===== config.mk =====
export PLATFORM = sky130hd
export DESIGN_NAME = uart_tx_cts
export DESIGN_NICKNAME = d
export VERILOG_FILES = /design/src/rtl/uart_tx_pkg.sv /design/src/rtl/tx_fifo.sv /design/src/rtl/cts_watch.sv /design/src/rtl/tx_shifter.sv /design/src/rtl/uart_tx_cts.sv
export SDC_FILE = /design/constraint.sdc
export NUM_CORES = 1
export LEC_CHECK = 0
export ABC_AREA = 1
export ABC_CLOCK_PERIOD_IN_PS = 5400
export CORE_UTILIZATION = 40
export DETAILED_ROUTE_END_ITERATION = 12
export DONT_BUFFER_PORTS = 1
export PLACE_DENSITY_LB_ADDON = 0.3
export SETUP_SLACK_MARGIN = 0.02
export SYNTH_ARGS = -nofsm -noshare
export SYNTH_HDL_FRONTEND = slang
export SYNTH_HIERARCHICAL = 1
export SYNTH_SLANG_ARGS = --single-unit

===== constraint.sdc =====
create_clock -name clk -period 5.4 [get_ports clk]
set_input_delay 0.54 -clock clk [delete_from_list [all_inputs] [get_ports clk]]
set_output_delay 0.54 -clock clk [all_outputs]
set_load 0.05 [all_outputs]

===== src/rtl/uart_tx_pkg.sv =====
// Shared types for the serial transmitter.
package uart_tx_pkg;
    typedef enum logic [1:0] {
        ST_IDLE  = 2'd0,
        ST_START = 2'd1,
        ST_DATA  = 2'd2,
        ST_STOP  = 2'd3
    } tx_state_e;
endpackage


===== src/rtl/tx_fifo.sv =====
// Byte queue for the transmitter. Single clock, first-word fall-through.
// Assumes: rd_en is raised only when the queue is not empty. A write while
// full is dropped.
module tx_fifo #(
    parameter int WIDTH = 8,
    parameter int DEPTH = 16
) (
    input  logic             clk,
    input  logic             rst_n,
    input  logic             wr_en,
    input  logic [WIDTH-1:0] wr_data,
    input  logic             rd_en,
    output logic [WIDTH-1:0] rd_data,
    output logic             empty,
    output logic             full
);
    localparam int AW = $clog2(DEPTH);
    localparam int CW = AW + 1;

    logic [WIDTH-1:0] mem [DEPTH];
    logic [AW-1:0]    wr_ptr, rd_ptr;
    logic [CW-1:0]    count;
    logic             wr_ok, rd_ok;

    assign wr_ok   = wr_en && !full;
    assign rd_ok   = rd_en && !empty;
    assign empty   = (count == '0);
    assign full    = (count == CW'(DEPTH));
    assign rd_data = mem[rd_ptr];

    // Storage write: accepted bytes go into the slot at the write pointer.
    always_ff @(posedge clk) begin
        if (wr_ok) mem[wr_ptr] <= wr_data;
    end

    // Pointer and occupancy update.
    always_ff @(posedge clk) begin
        if (!rst_n) begin
            wr_ptr <= '0;
            rd_ptr <= '0;
            count  <= '0;
        end else begin
            if (wr_ok) wr_ptr <= (wr_ptr == AW'(DEPTH-1)) ? '0 : wr_ptr + 1'b1;
            if (rd_ok) rd_ptr <= (rd_ptr == AW'(DEPTH-1)) ? '0 : rd_ptr + 1'b1;
            case ({wr_ok, rd_ok})
                2'b10:   count <= count + 1'b1;
                2'b01:   count <= count - 1'b1;
                default: count <= count;
            endcase
        end
    end

    assert_no_overflow_R2: assert property (@(posedge clk) disable iff (!rst_n)
        count <= CW'(DEPTH));
    assert_full_write_dropped_R2: assert property (@(posedge clk) disable iff (!rst_n)
        (full && wr_en && !rd_en) |=> full);
endmodule


===== src/rtl/cts_watch.sv =====
// Synchronizes the asynchronous active-low clear-to-send input and keeps the
// delta flag. The interrupt is masked while hardware flow control is on.
// Assumes: cts_n may change at any time. The chain resets to inactive.
module cts_watch #(
    parameter int SYNC_STAGES = 2
) (
    input  logic clk,
    input  logic rst_n,
    input  logic cts_n,
    input  logic auto_cts_en,
    input  logic msi_en,
    input  logic msi_ack,
    output logic cts_active,
    output logic msi_irq
);
    logic [SYNC_STAGES-1:0] sync_q;
    logic                   prev_q;
    logic                   dcts_q;
    logic                   cts_sync;

    assign cts_sync   = sync_q[SYNC_STAGES-1];
    assign cts_active = !cts_sync;

    // Synchronizer chain for the asynchronous input.
    always_ff @(posedge clk) begin
        if (!rst_n) sync_q <= '1;
        else        sync_q <= {sync_q[SYNC_STAGES-2:0], cts_n};
    end

    // Edge history and delta flag. A new edge wins over an acknowledge.
    always_ff @(posedge clk) begin
        if (!rst_n) begin
            prev_q <= 1'b1;
            dcts_q <= 1'b0;
        end else begin
            prev_q <= cts_sync;
            if (prev_q != cts_sync) dcts_q <= 1'b1;
            else if (msi_ack)       dcts_q <= 1'b0;
        end
    end

    assign msi_irq = dcts_q && msi_en && !auto_cts_en;

    assert_delta_sets_R7: assert property (@(posedge clk) disable iff (!rst_n)
        (prev_q != cts_sync) |=> dcts_q);
endmodule


===== src/rtl/tx_shifter.sv =====
// Character shifter: start bit, WIDTH data bits (LSB first), one stop bit,
// each TICKS_PER_BIT baud ticks long. Under flow control the start from
// idle is gated by CTS on each tick. A back-to-back start is gated by CTS
// as sampled at the stop-bit centre. A started character always completes.
// Assumes: baud_tick is a one-cycle pulse, and fifo_data is valid whenever
// fifo_empty is low.
module tx_shifter
    import uart_tx_pkg::*;
#(
    parameter int WIDTH         = 8,
    parameter int TICKS_PER_BIT = 16
) (
    input  logic             clk,
    input  logic             rst_n,
    input  logic             baud_tick,
    input  logic             fifo_empty,
    input  logic [WIDTH-1:0] fifo_data,
    input  logic             cts_active,
    input  logic             auto_cts_en,
    output logic             pop,
    output logic             tx,
    output logic             busy
);
    localparam int TW = $clog2(TICKS_PER_BIT);
    localparam int BW = $clog2(WIDTH);
    localparam logic [TW-1:0] LAST_TICK = TW'(TICKS_PER_BIT - 1);
    localparam logic [TW-1:0] MID_TICK  = TW'(TICKS_PER_BIT / 2 - 1);
    localparam logic [BW-1:0] LAST_BIT  = BW'(WIDTH - 1);

    tx_state_e        state_q, state_d;
    logic [TW-1:0]    tick_q;
    logic [BW-1:0]    bit_q;
    logic [WIDTH-1:0] shreg_q;
    logic             go_next_q;
    logic             cts_ok, last_tick, mid_tick, start_idle, start_b2b;

    assign cts_ok     = !auto_cts_en || cts_active;
    assign last_tick  = baud_tick && (tick_q == LAST_TICK);
    assign mid_tick   = baud_tick && (tick_q == MID_TICK);
    assign start_idle = (state_q == ST_IDLE) && baud_tick && !fifo_empty && cts_ok;
    assign start_b2b  = (state_q == ST_STOP) && last_tick && !fifo_empty && go_next_q;
    assign pop        = start_idle || start_b2b;
    assign busy       = (state_q != ST_IDLE);

    // Next-state selection for the character sequence.
    always_comb begin
        state_d = state_q;
        case (state_q)
            ST_IDLE:  if (start_idle) state_d = ST_START;
            ST_START: if (last_tick) state_d = ST_DATA;
            ST_DATA:  if (last_tick && bit_q == LAST_BIT) state_d = ST_STOP;
            ST_STOP:  if (last_tick) state_d = start_b2b ? ST_START : ST_IDLE;
            default:  state_d = ST_IDLE;
        endcase
    end

    // Line level for the current phase.
    always_comb begin
        case (state_q)
            ST_START: tx = 1'b0;
            ST_DATA:  tx = shreg_q[0];
            default:  tx = 1'b1;
        endcase
    end

    // State, tick counter, bit index, shift register and stop-centre CTS sample.
    always_ff @(posedge clk) begin
        if (!rst_n) begin
            state_q   <= ST_IDLE;
            tick_q    <= '0;
            bit_q     <= '0;
            shreg_q   <= '0;
            go_next_q <= 1'b0;
        end else begin
            state_q <= state_d;
            if (pop) begin
                tick_q  <= '0;
                bit_q   <= '0;
                shreg_q <= fifo_data;
            end else if (busy && baud_tick) begin
                tick_q <= last_tick ? '0 : tick_q + 1'b1;
                if (state_q == ST_DATA && last_tick) begin
                    shreg_q <= shreg_q >> 1;
                    bit_q   <= bit_q + 1'b1;
                end
            end
            if (state_q == ST_STOP && mid_tick) go_next_q <= cts_ok;
        end
    end

    assert_idle_start_gated_R3: assert property (@(posedge clk) disable iff (!rst_n)
        (state_q == ST_IDLE && state_d == ST_START && auto_cts_en) |-> cts_active);
    assert_no_abort_R5: assert property (@(posedge clk) disable iff (!rst_n)
        (state_q == ST_DATA) |=> (state_q == ST_DATA || state_q == ST_STOP));
    assert_stop_completes_R5: assert property (@(posedge clk) disable iff (!rst_n)
        (state_q == ST_STOP && !baud_tick) |=> (state_q == ST_STOP));
    assert_pop_nonempty_R2: assert property (@(posedge clk) disable iff (!rst_n)
        pop |-> !fifo_empty);
endmodule


===== src/rtl/uart_tx_cts.sv =====
// Top of the serial transmitter: byte queue, character shifter and CTS
// watcher. Assumes: a single clock domain except the cts_n input, which is
// synchronized inside. baud_tick is generated outside the block.
module uart_tx_cts #(
    parameter int WIDTH         = 8,
    parameter int DEPTH         = 16,
    parameter int TICKS_PER_BIT = 16,
    parameter int SYNC_STAGES   = 2
) (
    input  logic             clk,
    input  logic             rst_n,
    input  logic             wr_en,
    input  logic [WIDTH-1:0] wr_data,
    input  logic             baud_tick,
    input  logic             cts_n,
    input  logic             auto_cts_en,
    input  logic             msi_en,
    input  logic             msi_ack,
    output logic             tx,
    output logic             fifo_empty,
    output logic             fifo_full,
    output logic             tx_idle,
    output logic             msi_irq
);
    logic [WIDTH-1:0] head_data;
    logic             pop, busy, cts_active;

    tx_fifo #(.WIDTH(WIDTH), .DEPTH(DEPTH)) u_fifo (
        .clk(clk), .rst_n(rst_n), .wr_en(wr_en), .wr_data(wr_data),
        .rd_en(pop), .rd_data(head_data), .empty(fifo_empty), .full(fifo_full)
    );

    cts_watch #(.SYNC_STAGES(SYNC_STAGES)) u_cts (
        .clk(clk), .rst_n(rst_n), .cts_n(cts_n), .auto_cts_en(auto_cts_en),
        .msi_en(msi_en), .msi_ack(msi_ack), .cts_active(cts_active), .msi_irq(msi_irq)
    );

    tx_shifter #(.WIDTH(WIDTH), .TICKS_PER_BIT(TICKS_PER_BIT)) u_shift (
        .clk(clk), .rst_n(rst_n), .baud_tick(baud_tick), .fifo_empty(fifo_empty),
        .fifo_data(head_data), .cts_active(cts_active), .auto_cts_en(auto_cts_en),
        .pop(pop), .tx(tx), .busy(busy)
    );

    assign tx_idle = fifo_empty && !busy;

    assert_idle_line_high_R8: assert property (@(posedge clk) disable iff (!rst_n)
        tx_idle |-> tx);
endmodule


---- Word level (Yosys, flattened, before mapping) ----
Memory sizes are Yosys's and may differ from the RTL's. A register that Yosys moved wholly into a read port is not among the register bits.
Index checks and enable logic that the tools add are counted.
cells by class
  equality and inequality tests ........... 16
  mux-type cells .......................... 20
  bitwise logic cells ..................... 1
  $add $sub $neg .......................... 6
  reductions and logical operators ........ 35
operator list
  operator             number
  $mux 8               3
  $mux 4               5
  $logic_and 1x1->1    17
  $add 4x1->4 const B  3
  $eq 4x4->1 const B   3
  $pmux 5 s2           1
  $reduce_bool 2->1    5
  $mux 2               4
  $ne 2x1->1 const B   4
  $pmux 2 s4           1
  $eq 2x2->1 const B   3
  $add 5x1->5 const B  1
  $eq 5x5->1 const B   1
  $logic_not 1->1      5
  $logic_not 5->1      1
  $mux 1               5
  $sub 5x1->5 const B  1
  $eq 2x1->1 const B   2
  $eq 4x3->1 const B   1
  $reduce_and 2->1     2
  $reduce_and 4->1     1
  $add 3x1->3 const B  1
  $eq 3x3->1 const B   1
  $logic_not 2->1      1
  5 further kinds      6
word-level totals
  output and inout bits ................... 5
  bits in writable memories ............... 128
  input bits .............................. 16
  memories kept ........................... 1
  logic and storage cells ................. 90
  register bits after elaboration ......... 35
memories
  name        words  width  read ports  clocked after memory_dff  wr ports  line           source
  u_fifo.mem  16     8      1           1                         1         tx_fifo.sv:20  logic [WIDTH-1:0] mem [DEPTH];

---- Logic depth before layout (Yosys ltp) ----
Gate-level depths: netlist (run 1).
  depth after elaboration ................. 9
  depth in mapped cells ................... 24
  mapped depth without buffers ............ 23

---- Cells and area by module ----
The synthesis (run 1) kept the hierarchy.
by module, submodules not included
  module       cells an instance  times used  area an instance (sq um)  seq. area each (sq um)
  tx_fifo      549                1           6214.7                    4184.0
  tx_shifter   163                1           1118.6                    360.3
  cts_watch    20                 1           143.9                     80.1
  uart_tx_cts  2                  1           10.0                      0.0

---- Least setup slack after synthesis (run 1) ----
Ideal clock, no wire load.
  path kind ............................... register to register
  start point ............................. register u_fifo.count[0]
  end point ............................... register u_fifo.count[2]
  stages on the path, launching flop included .. 22
  data required time ...................... 5.285 ns
  data arrival time ....................... 2.675 ns
  slack ................................... 2.609 ns
  setup time .............................. 0.115 ns
  cell sequence ........................... dfxtp_1 -> inv_1 -> nand4_1 -> inv_1 -> inv_1 -> nand2_1 -> nor2_1 -> nand2_4 -> nand2_4 -> buf_6 -> nand2_1 -> inv_1 -> ha_1 -> inv_1 -> nand2_1 -> nand2_1 -> ha_1 -> inv_1 -> nand2_1 -> xor2_1 -> o21ai_0 -> inv_1
on the way
  cells in the longest elaborated chain, start to end .. 8
ends and longest elaborated chain
  what                                               line                                source
  start: declaration                                 tx_fifo.sv:22                       logic [CW-1:0] count;
  start signal: assignment                           tx_fifo.sv:46                       2'b10: count <= count + 1'b1;
  start signal: assignment                           tx_fifo.sv:47                       2'b01: count <= count - 1'b1;
  start signal: assignment                           tx_fifo.sv:48                       default: count <= count;
  $logic_not 5->1 (*)                                tx_fifo.sv:27                       assign empty = (count == '0);
  named net fifo_empty                               uart_tx_cts.sv:20                   output logic fifo_empty,
  $logic_not 1->1 (*)                                tx_shifter.sv:40, tx_shifter.sv:41
  $logic_and 1x1->1 (on tied branches) (2 in a row)  tx_shifter.sv:40, tx_shifter.sv:41
  $logic_or 1x1->1 (*)                               tx_shifter.sv:42                    assign pop = start_idle || start_b2b;
  named net pop                                      uart_tx_cts.sv:26                   logic pop, busy, cts_active;
  $logic_and 1x1->1 (*)                              tx_fifo.sv:26                       assign rd_ok = rd_en && !empty;
  $eq 2x1->1 or $eq 2x2->1 (tied branches)           tx_fifo.sv:45                       case ({wr_ok, rd_ok})
  $pmux 5 s2 or $reduce_bool 2->1 (tied branches)    --
The timed path passes the listed nets; every way through them passes the cells marked *.
A chain may end at the register's enable or synchronous reset.

---- Final worst setup path (run 1) ----
  start point ............................. register u_fifo.count[0]
  end point ............................... register u_fifo.count[4]
Same word-level chain as after synthesis.

==> reports/results.txt, run 1 <==
Status: completed
Clock Power Share: 0.346
Residual DRC count: 0
Fin. Hold Viols: 0
DP Wirelength: 10,000 um
Maximum clock frequency: 314 MHz
Cell Pwr Density: 452 nW/um^2
Vias: 4,953
Setup crit end kind: register
Critical Path Max Stage Delay: 0.39 ns
Worst-Margin Slew: 0.954 ns
First-pass GRT wire length: 25,000 um
Die height: 139 um
Worst path buffer plus inverter count: 7
Register bit total from synthesis: 167
Nets: 761
Die Footprint: 19,300 um^2
Synthesized area: 7490 um^2
Io pins: 21
Initial antenna violation count: 0
Initial core utilization: 0.413
Most used cell along the critical path: nand2_1
Final setup viols: 0
Routed Antenna Nets: 0
Filler cells: 1,679
# Max-Cap Violations: 0
CP delay by family, top: simple AND/OR/NAND/NOR gates
Synth Instances: 734
Critical path cell sequence: inv_1, nand4_1, inv_1, inv_1, nand2_1, nor2_1, nand2_4, nand2_4, nand2_1, inv_1, ha_1, inv_1, nand2_1, nand2_1, ha_1, inv_1, nand2_1, nand3_1, nand2_1, nand2_1, nand3_1, nand2_1, inv_1
Critical path arrival: 3.51 ns
Number of port buffers: 0
Sw frac: 0.318
CTS root buf: clkbuf_16
Final Cycle Share: 0.591
CTS buffer count: 17
Sequential power share: 0.417
Synth unique cells: 35
Total gr overflow: 0
Crit-path slowest cell: dfxtp_1
Antenna diodes: 0
Clock sink count: 167
Leakage power: 3.18 nW
# hold bufs at CTS: 0
Syn Nets: 766
Max_slew headroom: 0.360
Setup tns final: 0 ns
WS Path Type: register to register
Clock skew: 0.00757 ns
Total internal power: 0.00255 W
Core Util, Final: 0.456
Peak VDD IR: 0.234 mV
Routability cong.: 0.838
Area growth, synth to finish: 10.5%
Clk_lat worst skew: 0.42 ns
Post-CTS Repair Setup Buffers: 0
RSZ-0062 raised after global routing: no
Final slew viol count: 0
CP max FO: 12
Hold Path Class: input port to register
Switching Power: 0.00119 W
Pre-antenna DRT Iters: 5
Routed len/inst: 15.9 um
Vias in the first global route: 4,794
Post_cts resized: 0
Via density: 5.10
Final Routed Wirelength: 15,400 um
H-tree levels: 4
Num rows: 49
Data required, critical path: 5.72 ns
Clk buf depth: 2
Commonest non-fill, non-tap cell in the layout: edfxtp_1
Share of post-route cells with drive strength above 1: 0.0876
Number of DRC markers in iteration 0: 416
Most frequent cells in the layout: edfxtp_1 (128), nand2_1 (127), inv_1 (116), nand3_1 (67), a21oi_1 (52)
Startpoint types: register
CTS clk-pin slew, worst paths: 0.06 ns
Share of the yosys chip area belonging to registers: 0.618
Largest net degree at the start of global routing: 68
Synth warn: 6
Core region area: 18,100 um^2
GRT Overall Usage: 0.169
Crit path time final: 3.19 ns
Syn Area/Cell: 10.2 um^2
CTS tree: done
Width of the chip: 139 um
Logic pwr share: 0.237
-- flip-flops by register name, indices dropped and copies added, names as in the netlist, named ones only --
| name | count |
|---|---|
| u_fifo/mem | 128 |
| u_shift/shreg_q | 8 |
| u_fifo/count | 5 |
| u_fifo/rd_ptr | 4 |
| u_fifo/wr_ptr | 4 |
| u_shift/tick_q | 4 |
| u_shift/bit_q | 3 |
| u_cts/sync_q | 2 |
| u_shift/state_q | 2 |
| u_cts/dcts_q | 1 |
| u_cts/prev_q | 1 |
| u_shift/go_next_q | 1 |
-- worst paths after layout --
| path | startpoint | to | slack, ns | cells past startpoint |
|---|---|---|---|---|
| max reg2reg | u_fifo/count[0] | u_fifo/count[4] | 2.21 | 23 |
| min | rst_n | u_cts/sync_q[1] | 0.20 | 1 |
| min reg2reg | u_cts/sync_q[0] | u_cts/sync_q[1] | 0.40 | 2 |
| max | u_fifo/count[0] | u_fifo/count[4] | 2.21 | 23 |
-- kinds of logic after synthesis --
group | after synthesis | share of synthesized area
compound gates | 132 | 0.106
fa+ha+maj | 16 | 0.0267
buf+inv | 149 | 0.0832
xor+xnor | 5 | 0.00585
simple gates | 265 | 0.160
flops | 167 | 0.618
-- power by group through the flow --
stage / logic, W / registers, W / clock network (W)
2_1_floorplan: 0.000766 / 0.00153 / 0
3_3_place_gp: 0.000863 / 0.00158 / 0
3_5_place_dp: 0.000886 / 0.00159 / 0
4_1_cts: 0.000891 / 0.00156 / 0.00132
5_1_grt: 0.00100 / 0.00158 / 0.00137
6_report: 0.000888 / 0.00156 / 0.00129
-- synth_stat cells (all sizes together) --
master / n / area (um^2)
a21oi: 53 / 269
buf: 23 / 148
clkbuf: 4 / 15.0
clkinv: 1 / 3.75
dfxtp: 39 / 781
edfxtp: 128 / 3840
ha: 16 / 200
inv: 121 / 457
nand2: 136 / 543
nand3: 68 / 353
nand3b: 2 / 15.0
nand4: 7 / 50.1
nor2: 44 / 196
nor3: 7 / 35.0
o211ai: 32 / 290
o21ai: 46 / 230
o21bai: 1 / 7.51
or2: 1 / 6.26
xnor2: 2 / 17.5
xor2: 3 / 26.3
-- metrics by stage --
step / instance area [um^2] / instances / hold WS (ns) / setup WS [ns] / power (W)
floorplan: 7490 / 734 / 0.380 / 2.61 / 0.00230
global placement: 7640 / 939 / 0.384 / 2.33 / 0.00245
detailed placement: 7640 / 939 / 0.385 / 2.25 / 0.00248
CTS: 8280 / 971 / 0.174 / 2.21 / 0.00377
global route: 8280 / 971 / 0.180 / 1.84 / 0.00395
finish: 8280 / 971 / 0.196 / 2.21 / 0.00374
-- area by class of cell --
cell class | count | area, um^2 | share of cell area
Clock buffer | 19 | 433 | 0.0523
Inverter | 122 | 460 | 0.0556
Multi-Input combinational cell | 418 | 2240 | 0.271
Tap cell | 229 | 287 | 0.0346
Clock inverter | 13 | 204 | 0.0246
Sequential cell | 167 | 4630 | 0.559
Timing Repair Buffer | 3 | 22.5 | 0.00272
-- per-layer routing --
layer,global-route usage,part of all wire,vias to the layer above
li1,-,-,2456
met1,0.223,0.46,2357
met2,0.273,0.47,118
met3,0.0335,0.042,22
met4,0.0649,0.020,0
met5,0,0,-
-- worst register-to-register path: cells and delay by family (launching register included) --
family	cells	cell delay, ns
simple gates	14	1.27
buf+inv	7	0.94
flops	1	0.39
fa+ha+maj	2	0.47
(Power assumes the default switching activity.)
==> run 2, diff against run 1 <==
Settings changed: ABC_CLOCK_PERIOD_IN_PS 5400 to 3300.
Clock period 5.4 ns to 3.3 ns, I/O delays scaled along.
==> run 2 against run 1 <==
First-iteration DRC count fell by 14%. Critical path type unchanged. Critical path depth did not move. Sequential power rose by 65%. Clock skew fell by 0.0010 ns. Register-to-register slack got worse by 1.9 ns. Non-clock buffer count rose by 16. Hold slack got worse by 0.18 ns. Clock power rose by 43%. Largest power group unchanged. Largest cell class unchanged.
==> reports/results.txt, run 2 (same netlist as run 1, synthesis figures left out) <==
Status: completed
Dpl ws: 0.400 ns
GRT Overall Usage: 0.169
Final Routed Wirelength: 15,200 um
Commonest non-fill, non-tap cell in the layout: edfxtp_1
RSZ-0062 raised after global routing: no
Final slew viol count: 0
Vias in the first global route: 5,045
Clock sink count: 167
# Max-Cap Violations: 0
Reg2reg start: u_fifo/count[0]
Antenna diodes: 0
CTS buffer count: 17
Routed len/inst: 15.4 um
Initial core utilization: 0.413
Hold Path Class: input port to register
Critical path arrival: 3.26 ns
Routed Antenna Nets: 0
Final worst slack: 0.358 ns
Most frequent cells in the layout: edfxtp_1 (128), nand2_1 (127), inv_1 (116), nand3_1 (67), a21oi_1 (52)
Residual DRC count: 0
Worst-Margin Slew: 0.963 ns
Register area: 4630 um^2
CP Launch Point: u_fifo/count[0]
CTS tree: done
Max_slew headroom: 0.356
Worst Hold Launch: rst_n
Maximum clock frequency: 340 MHz
Max reg flops: 128
Critical Path Max Stage Delay: 0.40 ns
Num rows: 49
Die Footprint: 19,300 um^2
CP delay by family, top: simple AND/OR/NAND/NOR gates
CTS root buf: clkbuf_16
Share of post-route cells with drive strength above 1: 0.0885
Pre-antenna DRT Iters: 5
Crit path to: u_fifo/count[4]
Width of the chip: 139 um
Peak VDD IR: 0.354 mV
Final Cycle Share: 0.892
Largest net degree at the start of global routing: 54
Reg2reg end: u_fifo/count[4]
Worst path buffer plus inverter count: 7
Initial antenna violation count: 0
Fin. Hold Viols: 0
First-pass GRT wire length: 25,300 um
Top Registers: u_fifo/mem (128), u_shift/shreg_q (8), u_fifo/count (5)
Routability cong.: 0.904
Worst path depth: 23
Clock skew: 0.00657 ns
Cell Pwr Density: 709 nW/um^2
Io pins: 21
Data required, critical path: 3.62 ns
WS Path Type: register to register
# hold bufs at CTS: 11
Area growth, synth to finish: 11.3%
Area of the multi-input gates: 2240 um^2
Number of port buffers: 0
Setup crit end kind: register
DP Wirelength: 10,200 um
Crit-path slowest cell: dfxtp_1
Number of DRC markers in iteration 0: 359
Crit path time final: 2.94 ns
Via density: 5.08
Post-CTS Repair Setup Buffers: 0
Post_cts resized: 0
CTS clk-pin slew, worst paths: 0.06 ns
Total gr overflow: 0
Clk_lat worst skew: 0.42 ns
Clk buf depth: 2
Biggest register: u_fifo/mem
R2r setup slk: 0.36 ns
Most used cell along the critical path: nand2_1
Core region area: 18,100 um^2
CP max FO: 12
Die height: 139 um
Vias: 5,006
Leakage power: 3.22 nW
Reg2reg path depth: 23
Startpoint types: register
Critical path cell sequence: inv_1, nand4_1, inv_1, inv_1, nand2_1, nor2_1, nand2_4, nand2_4, nand2_1, inv_1, ha_1, inv_1, nand2_1, nand2_1, ha_1, inv_1, nand2_1, nand3_1, nand2_1, nand2_1, nand3_1, nand2_1, inv_1
Final setup viols: 0
H-tree levels: 4
Filler cells: 1,652
Setup tns final: 0 ns
Nets: 777
-- run 2: changes by cell type in the layout (fill, tap and decap cells not counted) --
cell           delta
buf_4             +5
clkinvlp_2        +1
clkinvlp_4        -4
bufinv_16         -3
dlygate4sd3_1    +11
clkinv_1          +2
clkinv_2          +3
-- run 2: worst min path at each step --
stage / to / slack, ns / depth (start not counted)
after floorplan: u_cts/sync_q[1] / 0.38 / 2
final: u_cts/dcts_q / 0.01 / 2
after CTS: u_cts/dcts_q / 0.001 / 2
after detailed placement: u_cts/sync_q[1] / 0.40 / 2
after global placement: u_cts/sync_q[1] / 0.38 / 2
after global routing: u_cts/dcts_q / 0.01 / 2
-- run 2: final cells by class --
| class | instances | area share |
|---|---|---|
| clock buffer | 19 | 0.0520 |
| inverter | 122 | 0.0553 |
| tap | 229 | 0.0344 |
| timing repair buffer | 19 | 0.0204 |
| multi-input combinational | 418 | 0.269 |
| clock inverter | 12 | 0.0134 |
| sequential | 167 | 0.556 |
-- run 2: per-stage QoR --
step	hold slack, ns	instance area [um^2]	utilization	instances	total power (W)
2_1_floorplan	0.380	7490	-	734	0.00376
3_3_place_gp	0.382	7680	0.423	944	0.00402
3_5_place_dp	0.395	7680	0.423	944	0.00407
4_1_cts	0.00118	8330	0.459	986	0.00595
5_1_grt	0.0126	8330	0.459	986	0.00625
6_report	0.0140	8330	0.459	986	0.00591
-- run 2: worst register-to-register path, cell delays in order, from the launching register on --
cell and delay (ns):
dfxtp_1 0.40, inv_1 0.09, nand4_1 0.14, inv_1 0.10, inv_1 0.10, nand2_1 0.05, nor2_1 0.16, nand2_4 0.09
nand2_4 0.14, nand2_1 0.13, inv_1 0.18, ha_1 0.29, inv_1 0.13, nand2_1 0.07, nand2_1 0.07, ha_1 0.18
inv_1 0.05, nand2_1 0.07, nand3_1 0.11, nand2_1 0.06, nand2_1 0.05, nand3_1 0.06, nand2_1 0.07, inv_1 0.04
-- run 2: where the power goes --
group	internal [W]	switching [W]	leakage [nW]
Combinational	0.000471	0.00101	1.48
Sequential	0.00241	0.000173	1.48
Clock	0.00109	0.000747	0.262
Total	0.00397	0.00193	3.22
-- run 2: per-layer routing --
layer | wire (um) | GRT usage | part of all wire | up-vias
li1 | - | - | - | 2497
met1 | 6930 | 0.214 | 0.46 | 2368
met2 | 7280 | 0.282 | 0.48 | 115
met3 | 590 | 0.0318 | 0.039 | 26
met4 | 400 | 0.0778 | 0.026 | 0
met5 | 0 | 0 | 0 | -
==> run 3, diff against run 2 <==
Settings changed: CORE_MARGIN set to 5, HOLD_SLACK_MARGIN set to 0.1, SYNTH_HIERARCHICAL 1 to unset.
==> run 3 against run 2 <==
Setup slack improved by 0.27 ns. Maximum frequency increased by 9.9%. Synthesized area down 2.3%. Critical endpoint is now u_fifo.count[4]. Largest cell class unchanged. Highest routed layer unchanged.
==> reports/results.txt, run 3 <==
Width of the chip: 145 um
GRT Overall Usage: 0.151
Prevailing post-synth register cell: edfxtp_1
Top sig layer: met4
Synth unique cells: 33
# Max-Cap Violations: 0
Core region area: 18,000 um^2
Worst path buffer plus inverter count: 1
RSZ-0062 raised after global routing: no
Total gr overflow: 0
# hold bufs at CTS: 11
Data required, critical path: 3.66 ns
Setup crit end kind: register
Die height: 145 um
Maximum clock frequency: 374 MHz
Worst-Margin Slew: 0.969 ns
CTS clk-pin slew, worst paths: 0.06 ns
Critical path cell sequence: ha_1, nand2_2, nor2_8, nand2_4, nor2_4, nand2_4, nand2_4, ha_1, xor2_1, ha_1, inv_1, nand2_1, nand3_1, nand2_1, nand2_1, nand2_1, nand2_1, a21oi_1
Final setup viols: 0
Clk buf depth: 2
Filler cells: 1,645
WL met3: 721 um
Dominant cells by area after synthesis: edfxtp_1 (53%), dfxtp_1 (11%), nand2_1 (9.5%), nor2_1 (5.5%), nand3_1 (4.2%)
Met2 wire length: 7750 um
Io pins: 21
Num rows: 49
Crit path time final: 2.68 ns
Clk_lat worst skew: 0.43 ns
Status: completed
Clock skew: 0.00555 ns
Hold Path Class: input port to register
Top-area cell type share of the netlist area: 0.526
CP max FO: 16
Commonest non-fill, non-tap cell in the layout: nand2_1
WHS: 0.143 ns
Routability cong.: 0.832
Startpoint types: register
Crit-path slowest cell: dfxtp_1
Max_slew headroom: 0.350
Residual DRC count: 0
WS Path Type: register to register
Final Cycle Share: 0.811
Initial antenna violation count: 0
Critical path arrival: 3.04 ns
Max reg flops: 128
Post-synth EDFFs: 128
CP delay by family, top: simple AND/OR/NAND/NOR gates
Top Registers: u_fifo.mem (128), u_shift.shreg_q (8), u_fifo.count (5)
Most frequent cell after synthesis: nand2_1
Synth Instances: 739
Most used cell along the critical path: nand2_1
Final Routed Wirelength: 15,800 um
Share of post-route cells with drive strength above 1: 0.0662
Leakage power: 3.19 nW
H-tree levels: 4
Post_cts resized: 0
Core Util, Final: 0.457
Vias in the first global route: 4,704
Routed len/inst: 16.1 um
Setup tns final: 0 ns
Antenna diodes: 0
Initial core utilization: 0.407
Number of DRC markers in iteration 0: 389
Via density: 5.01
Share of the yosys chip area belonging to registers: 0.632
Register bit total from synthesis: 167
First-pass GRT wire length: 25,100 um
Die Footprint: 21,100 um^2
Most frequent cells in the layout: nand2_1 (186), edfxtp_1 (128), nor2_1 (107), nand3_1 (61), inv_1 (49)
Synthesized area: 7310 um^2
CTS root buf: clkbuf_16
Area growth, synth to finish: 12.2%
CTS buffer count: 17
Ys async rst share: 0
Syn Area/Cell: 9.89 um^2
Fin. Hold Viols: 0
Nets: 775
Commonest cells post-synth: nand2_1 (186), edfxtp_1 (128), nor2_1 (107)
Pre-antenna DRT Iters: 5
Biggest register: u_fifo.mem
Final slew viol count: 0
Routed Antenna Nets: 0
Critical Path Max Stage Delay: 0.38 ns
Peak VDD IR: 0.368 mV
Syn Nets: 772
Number of port buffers: 0
M1 wire length: 6980 um
Vias: 4,927
Synth warn: 0
Cell Pwr Density: 667 nW/um^2
CTS tree: done
Clock sink count: 167
DP Wirelength: 9550 um
Post-CTS Repair Setup Buffers: 0
Area leader, netlist: edfxtp_1
Largest net degree at the start of global routing: 65
[run 3: cell types whose count changed in the layout (fill, tap and decap cells not counted), moves of 10 or more]
cell	delta
a21oi_1	-26
inv_1	-67
nand2_1	+59
nand4_1	+12
nor2_1	+68
o211ai_1	-21
o211ai_2	-10
[run 3: kinds of logic (layout without fill, tap and decap cells)]
| family | after synthesis | in the layout | share of synthesized area |
|---|---|---|---|
| flops | 167 | 167 | 0.632 |
| fa+ha+maj | 17 | 17 | 0.0291 |
| buf+inv | 83 | 99 | 0.0484 |
| compound gates | 78 | 78 | 0.0553 |
| simple gates | 389 | 389 | 0.229 |
| xor+xnor | 5 | 5 | 0.00599 |
[run 3: worst paths after layout]
path | startpoint | to | slack [ns] | depth (start not counted)
max | u_shift.tick_q[0] | u_fifo.count[4] | 0.62 | 18
min reg2reg | u_cts.sync_q[0] | u_cts.sync_q[1] | 0.41 | 1
max reg2reg | u_shift.tick_q[0] | u_fifo.count[4] | 0.62 | 18
min | rst_n | register | 0.14 | 4
[run 3: per-stage QoR]
stage	cells	cell area (um^2)	power, W	worst slack [ns]
5_1_grt	984	8200	0.00573	0.310
3_3_place_gp	941	7480	0.00340	0.728
6_report	984	8200	0.00547	0.623
4_1_cts	984	8200	0.00550	0.627
3_5_place_dp	941	7480	0.00341	0.668
2_1_floorplan	739	7310	0.00323	0.956
[run 3: worst reg2reg max path, delay by kind of cell, from the launching register on]
kind,cells,cell delay (ns)
DFF,1,0.38
buffers and inverters,1,0.04
xor gates and xnor gates,1,0.23
adders and majority gates,3,0.69
and+or+nand+nor,12,1.17
AOI/OAI and AO/OA,1,0.11
[run 3: where the power goes]
part	leakage, nW	internal, W	switching [W]
registers	1.47	0.00236	0.0000597
clock network	0.298	0.00126	0.000805
logic	1.42	0.000278	0.000707
[run 3: final cells by class]
| cell class | instances | area (um^2) | area share |
|---|---|---|---|
| sequential | 167 | 4630 | 0.564 |
| multi-input combinational | 489 | 2330 | 0.284 |
| clock buffer | 19 | 433 | 0.0528 |
| tap | 229 | 287 | 0.0349 |
| inverter | 52 | 195 | 0.0238 |
| clock inverter | 13 | 176 | 0.0215 |
| timing repair buffer | 15 | 153 | 0.0186 |
[run 3: metal layers]
metal	GRT usage	vias up
met3	0.0334	20
met1	0.192	2306
li1	-	2488
met2	0.253	113
met5	0	-
met4	0.0578	0
